$ cat config.mk
export PLATFORM = sky130hd
export DESIGN_NAME = amo_unit
export DESIGN_NICKNAME = d
export VERILOG_FILES = /design/src/rtl/amo_pkg.sv /design/src/rtl/amo_rr_arb.sv /design/src/rtl/amo_alu.sv /design/src/rtl/amo_reservations.sv /design/src/rtl/amo_unit.sv
export SDC_FILE = /design/constraint.sdc
export NUM_CORES = 1
export LEC_CHECK = 0
export ABC_AREA = 1
export BUFFER_PORTS_ARGS = -buffer_cell sky130_fd_sc_hd__buf_4
export CAP_MARGIN = 20
export CORE_MARGIN = 3
export CORE_UTILIZATION = 50
export CTS_BUF_LIST = sky130_fd_sc_hd__clkbuf_8
export DETAILED_ROUTE_END_ITERATION = 8
export GPL_TIMING_DRIVEN = 0
export MAX_ROUTING_LAYER = met4
export PLACE_DENSITY = 0.71
export SYNTH_ARGS = -nofsm -noshare
export SYNTH_HDL_FRONTEND = slang
export SYNTH_SLANG_ARGS = --single-unit
export TNS_END_PERCENT = 1
$ cat constraint.sdc
create_clock -name clk -period 5.3 [get_ports clk]
set_input_delay 0.53 -clock clk [delete_from_list [all_inputs] [get_ports clk]]
set_output_delay 0.53 -clock clk [all_outputs]
set_load 0.03 [all_outputs]
$ cat src/rtl/amo_pkg.sv
package amo_pkg;
  typedef enum logic [2:0] {
    AMO_LOAD  = 3'd0,
    AMO_STORE = 3'd1,
    AMO_TAS   = 3'd2,
    AMO_FADD  = 3'd3,
    AMO_SWAP  = 3'd4,
    AMO_LL    = 3'd5,
    AMO_SC    = 3'd6,
    AMO_RSVD  = 3'd7
  } amo_op_e;
endpackage

$ cat src/rtl/amo_rr_arb.sv
module amo_rr_arb #(
  parameter int N   = 3,
  parameter int IDW = 2
) (
  input  logic           clk,
  input  logic           rst_n,
  input  logic [N-1:0]   req,
  input  logic           en,
  output logic [N-1:0]   gnt,
  output logic [IDW-1:0] gnt_id,
  output logic           gnt_any
);
  logic [IDW-1:0] last_q;

  always_comb begin
    int idx;
    gnt     = '0;
    gnt_id  = '0;
    gnt_any = 1'b0;
    idx     = 0;
    if (en) begin
      for (int k = 1; k <= N; k++) begin
        idx = (int'(last_q) + k) % N;
        if (!gnt_any && req[idx]) begin
          gnt_any     = 1'b1;
          gnt[idx]    = 1'b1;
          gnt_id      = IDW'(idx);
        end
      end
    end
  end

  always_ff @(posedge clk) begin
    if (!rst_n)       last_q <= IDW'(N - 1);
    else if (gnt_any) last_q <= gnt_id;
  end
endmodule

$ cat src/rtl/amo_alu.sv
module amo_alu
  import amo_pkg::*;
#(
  parameter int DW = 16
) (
  input  amo_op_e       op,
  input  logic [DW-1:0] old_val,
  input  logic [DW-1:0] operand,
  input  logic          sc_pass,
  output logic [DW-1:0] new_val,
  output logic          we,
  output logic          ok
);
  always_comb begin
    new_val = operand;
    we      = 1'b0;
    ok      = 1'b1;
    unique case (op)
      AMO_STORE: we = 1'b1;
      AMO_TAS: begin
        we      = 1'b1;
        new_val = DW'(1);
      end
      AMO_FADD: begin
        we      = 1'b1;
        new_val = old_val + operand;
      end
      AMO_SWAP: we = 1'b1;
      AMO_SC: begin
        we = sc_pass;
        ok = sc_pass;
      end
      default: we = 1'b0;
    endcase
  end
endmodule

$ cat src/rtl/amo_reservations.sv
module amo_reservations
  import amo_pkg::*;
#(
  parameter int N   = 3,
  parameter int AW  = 4,
  parameter int IDW = 2
) (
  input  logic           clk,
  input  logic           rst_n,
  input  logic           fire,
  input  logic [IDW-1:0] gnt_id,
  input  amo_op_e        op,
  input  logic [AW-1:0]  addr,
  input  logic           mem_we,
  input  logic [N-1:0]   ctx_switch,
  output logic [N-1:0]   flag,
  output logic           sc_pass
);
  for (genvar r = 0; r < N; r++) begin : g_res
    logic          flag_q;
    logic [AW-1:0] addr_q;
    logic          mine;

    assign mine    = fire && (gnt_id == IDW'(r));
    assign flag[r] = flag_q;

    always_ff @(posedge clk) begin
      if (!rst_n) begin
        flag_q <= 1'b0;
        addr_q <= '0;
      end else begin
        if (mine && op == AMO_LL) begin
          flag_q <= 1'b1;
          addr_q <= addr;
        end else if (mine && op == AMO_SC) begin
          flag_q <= 1'b0;
        end else if (fire && !mine && mem_we && addr_q == addr) begin
          flag_q <= 1'b0;
        end
        if (ctx_switch[r]) flag_q <= 1'b0;
      end
    end
  end

  always_comb begin
    sc_pass = 1'b0;
    for (int r = 0; r < N; r++)
      if (gnt_id == IDW'(r)) sc_pass = flag[r];
  end
endmodule

$ cat src/rtl/amo_unit.sv
module amo_unit
  import amo_pkg::*;
#(
  parameter int NREQ = 3,
  parameter int AW   = 4,
  parameter int DW   = 16,
  localparam int IDW   = (NREQ > 1) ? $clog2(NREQ) : 1,
  localparam int DEPTH = 1 << AW
) (
  input  logic              clk,
  input  logic              rst_n,
  input  logic [NREQ-1:0]   req_valid,
  output logic [NREQ-1:0]   req_ready,
  input  logic [3*NREQ-1:0] req_op,
  input  logic [AW*NREQ-1:0] req_addr,
  input  logic [DW*NREQ-1:0] req_wdata,
  input  logic [NREQ-1:0]   ctx_switch,
  output logic              rsp_valid,
  input  logic              rsp_ready,
  output logic [IDW-1:0]    rsp_id,
  output logic [DW-1:0]     rsp_rdata,
  output logic              rsp_ok
);
  logic [DW-1:0]   mem_q [DEPTH];
  logic [NREQ-1:0] gnt;
  logic [IDW-1:0]  gnt_id;
  logic            fire;
  logic            can_accept;
  amo_op_e         sel_op;
  logic [AW-1:0]   sel_addr;
  logic [DW-1:0]   sel_wdata;
  logic [DW-1:0]   old_val;
  logic [DW-1:0]   new_val;
  logic            mem_we;
  logic            op_ok;
  logic            sc_pass;
  logic [NREQ-1:0] res_flag;

  assign can_accept = !rsp_valid || rsp_ready;

  amo_rr_arb #(.N(NREQ), .IDW(IDW)) u_arb (
    .clk(clk), .rst_n(rst_n), .req(req_valid), .en(can_accept),
    .gnt(gnt), .gnt_id(gnt_id), .gnt_any(fire)
  );

  assign req_ready = gnt;

  always_comb begin
    sel_op    = AMO_LOAD;
    sel_addr  = '0;
    sel_wdata = '0;
    for (int i = 0; i < NREQ; i++) begin
      if (gnt[i]) begin
        sel_op    = amo_op_e'(req_op[i*3 +: 3]);
        sel_addr  = req_addr[i*AW +: AW];
        sel_wdata = req_wdata[i*DW +: DW];
      end
    end
  end

  assign old_val = mem_q[sel_addr];

  amo_reservations #(.N(NREQ), .AW(AW), .IDW(IDW)) u_res (
    .clk(clk), .rst_n(rst_n), .fire(fire), .gnt_id(gnt_id), .op(sel_op),
    .addr(sel_addr), .mem_we(mem_we), .ctx_switch(ctx_switch),
    .flag(res_flag), .sc_pass(sc_pass)
  );

  amo_alu #(.DW(DW)) u_alu (
    .op(sel_op), .old_val(old_val), .operand(sel_wdata), .sc_pass(sc_pass),
    .new_val(new_val), .we(mem_we), .ok(op_ok)
  );

  always_ff @(posedge clk) begin
    if (!rst_n) begin
      for (int a = 0; a < DEPTH; a++) mem_q[a] <= '0;
    end else if (fire && mem_we) begin
      mem_q[sel_addr] <= new_val;
    end
  end

  always_ff @(posedge clk) begin
    if (!rst_n) begin
      rsp_valid <= 1'b0;
      rsp_id    <= '0;
      rsp_rdata <= '0;
      rsp_ok    <= 1'b0;
    end else if (fire) begin
      rsp_valid <= 1'b1;
      rsp_id    <= gnt_id;
      rsp_rdata <= old_val;
      rsp_ok    <= op_ok;
    end else if (rsp_ready) begin
      rsp_valid <= 1'b0;
    end
  end
endmodule

==> flow_summary.html, run 1 <==
<table>
<tr><th>Metric</th><th>Value</th></tr>
<tr><th colspan="2">Run status</th></tr>
<tr><td>Run status</td><td>finished, violations left</td></tr>
<tr><td>Violations in the final reports</td><td>setup timing</td></tr>
<tr><th colspan="2">GRT</th></tr>
<tr><td>Number of antenna violations at the first check in global routing</td><td>0</td></tr>
<tr><td>Global-route wire length before repair</td><td>about 68,000 um</td></tr>
<tr><td>Gr usage total</td><td>0.295</td></tr>
<tr><td>Grt ovf</td><td>0</td></tr>
<tr><td>Pin count of the biggest net entering global routing</td><td>17</td></tr>
<tr><td>Vias in the first global route</td><td>around 12,000</td></tr>
<tr><th colspan="2">Synth</th></tr>
<tr><td>Area share of the largest cell type after synthesis</td><td>0.525</td></tr>
<tr><td>EDFF count, synth</td><td>256</td></tr>
<tr><td>Register area share after synthesis</td><td>0.575</td></tr>
<tr><td>Prevailing post-synth register cell</td><td>edfxtp_1</td></tr>
<tr><td>Number of instances in the synthesized netlist</td><td>about 1,500</td></tr>
<tr><td>Count of synthesis-stage warnings from yosys</td><td>0</td></tr>
<tr><td>Cell variety after synth</td><td>53</td></tr>
<tr><td>Average instance area after synthesis</td><td>between 9 and 10 um2</td></tr>
<tr><td>Cell area after synthesis</td><td>around 0.015 mm2</td></tr>
<tr><td>Library cell with the largest summed area after synthesis</td><td>edfxtp_1</td></tr>
<tr><td>Synth top area cells</td><td>edfxtp_1 53%, nor2_1 7.6%, nand2_1 7.1%</td></tr>
<tr><td>Flop and latch count out of synthesis</td><td>292</td></tr>
<tr><td>Syn Nets</td><td>around 1,600</td></tr>
<tr><td>Async set-reset flop share out of synthesis</td><td>0</td></tr>
<tr><th colspan="2">Finish</th></tr>
<tr><td>Post-layout net count</td><td>~1,800</td></tr>
<tr><td>Core Util, Final</td><td>0.632</td></tr>
<tr><td>Fillcell total</td><td>~2,300</td></tr>
<tr><td>Area used by multi-input combinational logic</td><td>~0.006 mm2</td></tr>
<tr><td>Number of standard cells in the layout, taps in and fillers out</td><td>around 2,100</td></tr>
<tr><td>Most common library cell in the layout ignoring fill and taps</td><td>nor2_1</td></tr>
<tr><td>Fraction of final layout cells with drive strength greater than 1</td><td>0.310</td></tr>
<tr><td>Final antenna diode count</td><td>0</td></tr>
<tr><td>Relative area change from synthesis to final layout</td><td>24.2%</td></tr>
<tr><td>FF/Latch Area</td><td>roughly 0.0084 mm2</td></tr>
<tr><td>Most used cells in the layout excluding fill and tap cells</td><td>273 x nor2_1, 256 x edfxtp_1, 240 x nand2_1</td></tr>
<tr><th colspan="2">Timing</th></tr>
<tr><td>Slew at the pin with the worst max-slew slack</td><td>roughly 0.89 ns</td></tr>
<tr><td>Final count of hold timing violations</td><td>0</td></tr>
<tr><td>Final min period</td><td>between 5 and 6 ns</td></tr>
<tr><td>Total negative setup slack</td><td>-3.36 ns</td></tr>
<tr><td>Timing-limited maximum frequency</td><td>~180 MHz</td></tr>
<tr><td>Share of the cycle needed by the critical path after routing</td><td>1.02</td></tr>
<tr><td>WHS</td><td>between 0.1 and 0.15 ns</td></tr>
<tr><td>Final worst clock skew</td><td>~0.020 ns</td></tr>
<tr><td>Total count of max-transition violations in the final report</td><td>0</td></tr>
<tr><td>Worst slew margin relative to its limit</td><td>0.406</td></tr>
<tr><td>Setup repair after global routing missed its margin</td><td>yes</td></tr>
<tr><td>Min setup slack post-route</td><td>-0.132 ns</td></tr>
<tr><td>Final setup vio count</td><td>54</td></tr>
<tr><th colspan="2">Setup path</th></tr>
<tr><td>Critical path class</td><td>register to register</td></tr>
<tr><td>Slack of the worst reg-to-reg path</td><td>-0.13 ns</td></tr>
<tr><td>Data arrival time of the worst path</td><td>about 5.8 ns</td></tr>
<tr><td>Cell type of the slowest stage on the worst timing path</td><td>o21ai_4</td></tr>
<tr><td>Total buffers and inverters traversed by the critical path</td><td>9</td></tr>
<tr><td>Data required time of the worst path</td><td>about 5.6 ns</td></tr>
<tr><td>Slowest stage delay, CP</td><td>0.42 ns</td></tr>
<tr><td>Critical path endpoint category</td><td>register</td></tr>
<tr><td>Crit Path Max Fanout</td><td>8</td></tr>
<tr><td>Dominant cell type by count on the critical path</td><td>nand2_2</td></tr>
<tr><td>Type of origin of the critical path</td><td>register</td></tr>
<tr><td>Family with the most delay on the worst path</td><td>simple AND/OR/NAND/NOR gates</td></tr>
<tr><th colspan="2">Placement</th></tr>
<tr><td>Detailed placement HPWL</td><td>30,700 um</td></tr>
<tr><td>Final RePlAce weighted congestion</td><td>between 0.9 and 1</td></tr>
<tr><td>Placed cell count</td><td>1,969</td></tr>
<tr><td>Port Buffer Count</td><td>99</td></tr>
<tr><th colspan="2">Clock network</th></tr>
<tr><td>Clock root buffer</td><td>clkbuf_8</td></tr>
<tr><td>Source-to-sink clock delay at the later pin of the worst-skew pair</td><td>around 0.58 ns</td></tr>
<tr><td># clock sinks</td><td>roughly 290</td></tr>
<tr><td>TritonCTS clock tree</td><td>done</td></tr>
<tr><td>Total CTS buffers</td><td>49</td></tr>
<tr><td>Maximum number of buffers from clock root to sink</td><td>3</td></tr>
<tr><td>Clock Pin Slew Worst Setup and Hold Paths</td><td>roughly 0.060 ns</td></tr>
<tr><td>H-tree depth reported by CTS</td><td>2</td></tr>
<tr><td>Post-CTS Hold Fix Bufs</td><td>0</td></tr>
<tr><th colspan="2">Detailed routing</th></tr>
<tr><td>Total wire length</td><td>between 40,000 and 50,000 um</td></tr>
<tr><td>Drc violations</td><td>0</td></tr>
<tr><td>Per-cell routed wire length</td><td>about 22 um</td></tr>
<tr><td>Detailed Route Iter0 Violations</td><td>around 1,500</td></tr>
<tr><td>Total via count after detailed routing</td><td>around 12,000</td></tr>
<tr><td>Number of antenna-violating nets in the routed design</td><td>0</td></tr>
<tr><td>Drt pass-1 iters</td><td>6</td></tr>
<tr><td>Via count normalized by instance count</td><td>about 5.9</td></tr>
<tr><th colspan="2">Floorplanning</th></tr>
<tr><td>Vertical extent of the die</td><td>around 180 um</td></tr>
<tr><td>Core footprint</td><td>around 0.029 mm2</td></tr>
<tr><td>Die area</td><td>0.0314 mm2</td></tr>
<tr><td>Horizontal die dimension</td><td>about 180 um</td></tr>
<tr><td>Cell row count</td><td>62</td></tr>
<tr><td>Ports</td><td>101</td></tr>
<tr><td>Effective utilization at floorplan</td><td>0.509</td></tr>
<tr><th colspan="2">Job</th></tr>
<tr><td>Number of maximum-capacitance violations</td><td>0</td></tr>
<tr><th colspan="2">Hold path</th></tr>
<tr><td>Hold Crit Class</td><td>input port to register</td></tr>
</table>
## sequential cells by signal, summed over array words and instances, names as in the netlist
| signal | cells |
|---|---|
| rsp_id | 2 |
| u_res.g_res.flag_q | 3 |
| rsp_ok | 1 |
| u_arb.last_q | 1 |
| mem_q | 256 |
| rsp_valid | 1 |
| u_res.g_res.addr_q | 12 |
| rsp_rdata | 16 |
## repair_timing
item / 4_1_cts / 5_1_grt
endpoints found under the setup margin: 250 / 196
setup buffers: 35 / 14
hold endpoints to repair: 0 / 0
pin swaps: 48 / 52
cloned: 2 / 3
gates resized for setup: 183 / 119
## logic make-up after synthesis
group           count (synthesis)  share of synthesized area
flops                         292                      0.575
xor+xnor                       13                    0.00778
fa+ha+maj                      20                     0.0176
buf+inv                       160                     0.0560
compound gates                275                      0.122
simple gates                  726                      0.222
## worst reg2reg max path: cells and delay by family (launching register included)
family,cells,cell delay [ns]
AO/OA/AOI/OAI,8,1.23
adder cells (fa/ha/maj),3,0.82
buffers and inverters,9,0.89
flip-flops,1,0.36
AND/OR/NAND/NOR,21,1.87
## through the flow
stage          worst slack, ns  instance area (um2)
5_1_grt                 -0.400                18200
6_report                -0.132                18200
4_1_cts                 -0.238                17600
3_5_place_dp             -1.65                15900
2_1_floorplan           0.0320                14600
3_3_place_gp             -1.54                15900
## path summary, 6_finish.rpt
check                                               from                       end  cells past startpoint
worst max-delay path                           rsp_id[0]              mem_q[1][14]                     41
worst min register to register  u_res.g_res[1].addr_q[3]  u_res.g_res[1].addr_q[3]                      2
worst max register to register                 rsp_id[0]              mem_q[1][14]                     41
worst min-delay path                       ctx_switch[2]     u_res.g_res[2].flag_q                      2
## area by class of cell
cell class                 count  area share
clock inverter                38     0.00916
timing repair buffer         153      0.0705
inverter                      70      0.0167
tap                          384      0.0264
sequential                   292       0.463
buffer                        88      0.0465
multi-input combinational   1034       0.331
clock buffer                  49      0.0371
## layer usage
metal  up-vias  GRT usage  wire, um
met5         -          -         0
met4         0      0.114      2270
met3       160     0.0691      4820
met2       712      0.471     22100
met1      5929      0.366     17500
li1       5565          -         -
## Yosys cell counts (all sizes together) (2+ instances only)
cell / instances
xor2: 9
inv: 69
clkbuf: 18
nor2: 368
nand3b: 2
o221ai: 29
ha: 19
nand3: 51
o22ai: 3
o21ai: 86
edfxtp: 256
or2: 4
xnor2: 4
buf: 72
o211ai: 4
nand2: 285
a221oi: 2
a22oi: 76
nand4: 7
dfxtp: 36
nor3: 7
a21oi: 67
Power of run 1 is not shown: default switching activity piles up to over one toggle a cycle in this logic, so the estimate is an artifact.
==> run 2, diff against run 1 <==
--- a/config.mk
+++ b/config.mk
@@ -8,6 +8,7 @@
 export ABC_AREA = 1
 export BUFFER_PORTS_ARGS = -buffer_cell sky130_fd_sc_hd__buf_4
 export CAP_MARGIN = 20
+export CORE_ASPECT_RATIO = 1.25
 export CORE_MARGIN = 3
 export CORE_UTILIZATION = 50
 export CTS_BUF_LIST = sky130_fd_sc_hd__clkbuf_8
==> run 2 against run 1 <==
The flow still finishes with violations (setup timing). Wire length increased by 1.3%. Global-route usage is essentially flat. Setup slack got worse by 0.12 ns. Sequential share of layout area fell by 0.37 points. First-iteration DRC count is 6.2% higher. Core utilization grew 0.75 points. Hold slack lost 0.0077 ns. Count of clock-buffer cells in the layout shrank 3. Via count is 0.15% higher. Critical endpoint is now mem_q[2][12]. Largest cell class unchanged.
==> flow_summary.html, run 2 (synthesized netlist as in run 1, its figures left out) <==
<table>
<tr><th>Metric</th><th>Value</th></tr>
<tr><th colspan="2">Clock network</th></tr>
<tr><td>Maximum number of buffers from clock root to sink</td><td>3</td></tr>
<tr><td>TritonCTS clock tree</td><td>done</td></tr>
<tr><td>H-tree depth reported by CTS</td><td>2</td></tr>
<tr><td>Post-CTS Hold Fix Bufs</td><td>0</td></tr>
<tr><td># clock sinks</td><td>between 200 and 300</td></tr>
<tr><td>Total CTS buffers</td><td>between 40 and 50</td></tr>
<tr><td>Clock root buffer</td><td>clkbuf_8</td></tr>
<tr><td>Source-to-sink clock delay at the later pin of the worst-skew pair</td><td>0.59 ns</td></tr>
<tr><td>Clock Pin Slew Worst Setup and Hold Paths</td><td>~0.07 ns</td></tr>
<tr><th colspan="2">Floorplanning</th></tr>
<tr><td>Vertical extent of the die</td><td>between 150 and 200 um</td></tr>
<tr><td>Die area</td><td>0.0314 mm2</td></tr>
<tr><td>Core footprint</td><td>roughly 0.029 mm2</td></tr>
<tr><td>Ports</td><td>101</td></tr>
<tr><td>Cell row count</td><td>~70</td></tr>
<tr><td>Effective utilization at floorplan</td><td>0.511</td></tr>
<tr><td>Horizontal die dimension</td><td>about 160 um</td></tr>
<tr><th colspan="2">Timing</th></tr>
<tr><td>Total count of max-transition violations in the final report</td><td>0</td></tr>
<tr><td>Total negative setup slack</td><td>-10.16 ns</td></tr>
<tr><td>Slew at the pin with the worst max-slew slack</td><td>a little over 1 ns</td></tr>
<tr><td>Worst slew margin relative to its limit</td><td>0.318</td></tr>
<tr><td>Final min period</td><td>approximately 5.6 ns</td></tr>
<tr><td>Final count of hold timing violations</td><td>0</td></tr>
<tr><td>Min setup slack post-route</td><td>-0.254 ns</td></tr>
<tr><td>Final setup vio count</td><td>68</td></tr>
<tr><td>Setup repair after global routing missed its margin</td><td>yes</td></tr>
<tr><td>Share of the cycle needed by the critical path after routing</td><td>1.05</td></tr>
<tr><td>Timing-limited maximum frequency</td><td>between 150 and 200 MHz</td></tr>
<tr><td>Final worst clock skew</td><td>0.0407 ns</td></tr>
<tr><th colspan="2">Detailed routing</th></tr>
<tr><td>Drt pass-1 iters</td><td>6</td></tr>
<tr><td>Via count normalized by instance count</td><td>5.82</td></tr>
<tr><td>Total wire length</td><td>about 47,000 um</td></tr>
<tr><td>Detailed Route Iter0 Violations</td><td>approximately 1,600</td></tr>
<tr><td>Number of antenna-violating nets in the routed design</td><td>0</td></tr>
<tr><td>Total via count after detailed routing</td><td>about 12,000</td></tr>
<tr><td>Top Layer Used</td><td>met4</td></tr>
<tr><td>Wire length on met3</td><td>a little over 4000 um</td></tr>
<tr><td>WL met1</td><td>around 17,000 um</td></tr>
<tr><td>Per-cell routed wire length</td><td>roughly 22 um</td></tr>
<tr><td>Drc violations</td><td>0</td></tr>
<tr><td>Length of routed met2 wiring</td><td>~23,000 um</td></tr>
<tr><th colspan="2">Setup path</th></tr>
<tr><td>Slowest stage delay, CP</td><td>approximately 0.34 ns</td></tr>
<tr><td>Total buffers and inverters traversed by the critical path</td><td>10</td></tr>
<tr><td>Crit Path Max Fanout</td><td>8</td></tr>
<tr><td>Type of origin of the critical path</td><td>register</td></tr>
<tr><td>Cell type of the slowest stage on the worst timing path</td><td>dfxtp_2</td></tr>
<tr><td>Critical path class</td><td>register to register</td></tr>
<tr><td>Slack of the worst reg-to-reg path</td><td>-0.25 ns</td></tr>
<tr><td>Data arrival time of the worst path</td><td>~6 ns</td></tr>
<tr><td>Data required time of the worst path</td><td>between 5 and 6 ns</td></tr>
<tr><td>Dominant cell type by count on the critical path</td><td>nand2_4</td></tr>
<tr><td>Family with the most delay on the worst path</td><td>simple AND/OR/NAND/NOR gates</td></tr>
<tr><td>Critical path endpoint category</td><td>register</td></tr>
<tr><th colspan="2">Job</th></tr>
<tr><td>Number of maximum-capacitance violations</td><td>0</td></tr>
<tr><th colspan="2">Run status</th></tr>
<tr><td>Run status</td><td>finished, violations left</td></tr>
<tr><td>Violations in the final reports</td><td>setup timing</td></tr>
<tr><th colspan="2">GRT</th></tr>
<tr><td>Global-route wire length before repair</td><td>a little under 70,000 um</td></tr>
<tr><td>Vias in the first global route</td><td>12,000</td></tr>
<tr><td>Number of antenna violations at the first check in global routing</td><td>0</td></tr>
<tr><td>Grt ovf</td><td>0</td></tr>
<tr><td>Pin count of the biggest net entering global routing</td><td>17</td></tr>
<tr><td>Gr usage total</td><td>0.295</td></tr>
<tr><th colspan="2">Finish</th></tr>
<tr><td>Most common library cell in the layout ignoring fill and taps</td><td>nor2_1</td></tr>
<tr><td>Register containing the most flip-flops in the final layout</td><td>mem_q</td></tr>
<tr><td>Post-layout net count</td><td>around 1,800</td></tr>
<tr><td>Fraction of final layout cells with drive strength greater than 1</td><td>0.325</td></tr>
<tr><td>Most used cells in the layout excluding fill and tap cells</td><td>280 x nor2_1, 256 x edfxtp_1, 231 x nand2_1</td></tr>
<tr><td>Max reg flops</td><td>around 260</td></tr>
<tr><td>Largest registers</td><td>mem_q: 256 flops, rsp_rdata: 16 flops, u_res.g_res.addr_q: 12 flops</td></tr>
<tr><td>Final antenna diode count</td><td>0</td></tr>
<tr><td>Number of standard cells in the layout, taps in and fillers out</td><td>2,129</td></tr>
<tr><td>Relative area change from synthesis to final layout</td><td>25.2%</td></tr>
<tr><th colspan="2">Hold path</th></tr>
<tr><td>Hold Crit Class</td><td>input port to register</td></tr>
<tr><th colspan="2">Placement</th></tr>
<tr><td>Detailed placement HPWL</td><td>a little over 30,000 um</td></tr>
<tr><td>Dpl ws</td><td>-1.52 ns</td></tr>
<tr><td>Placed cell count</td><td>slightly below 2,000</td></tr>
<tr><td>Final RePlAce weighted congestion</td><td>0.920</td></tr>
<tr><td>Port Buffer Count</td><td>a little under 100</td></tr>
</table>
## run 2: cell types whose count changed in the layout (fill, tap and decap cells not counted), moves of 5 or more
cell,before,now
buf_4,157,174
nand2_1,240,231
inv_1,56,47
clkinv_2,5,10
nand2_2,30,40
nor2_2,80,74
nor2_1,273,280
## run 2: per-layer routing
layer / GRT usage / vias to the layer above
li1: - / 5604
met1: 0.339 / 5934
met5: - / -
met3: 0.0449 / 174
met2: 0.499 / 672
met4: 0.161 / 0
## run 2: timing repair
action,in CTS,in global routing
resized for setup,170,133
gates cloned,2,4
endpoints found under the setup margin,246,371
setup buffers,47,25
pin swaps,43,55
## run 2: final cells by class
type / count / area [um2]
plain buffers: 85 / 841
repair buffers: 175 / 1430
fillers: 2333 / 10300
well taps: 390 / 488
multi-input cells: 1035 / 6060
clock inverters: 36 / 153
inverters: 70 / 303
clock buffers: 46 / 633
flip-flops and latches: 292 / 8410
## run 2: metrics by stage
stage	util	hold WS [ns]	instance area (um2)
floorplan	-	0.441	14600
global placement	0.554	0.456	15900
detailed placement	0.554	0.461	15900
CTS	0.613	0.0833	17600
global route	0.639	0.106	18300
finish	0.639	0.110	18300
## run 2: final timing paths
path,start,end,depth (start not counted)
setup / recovery,rsp_id[0],mem_q[2][12],40
hold / removal,ctx_switch[2],u_res.g_res[2].flag_q,2
setup reg to reg,rsp_id[0],mem_q[2][12],40
hold reg to reg,u_res.g_res[1].addr_q[3],u_res.g_res[1].addr_q[3],2
Power of run 2 is left out for the same reason.
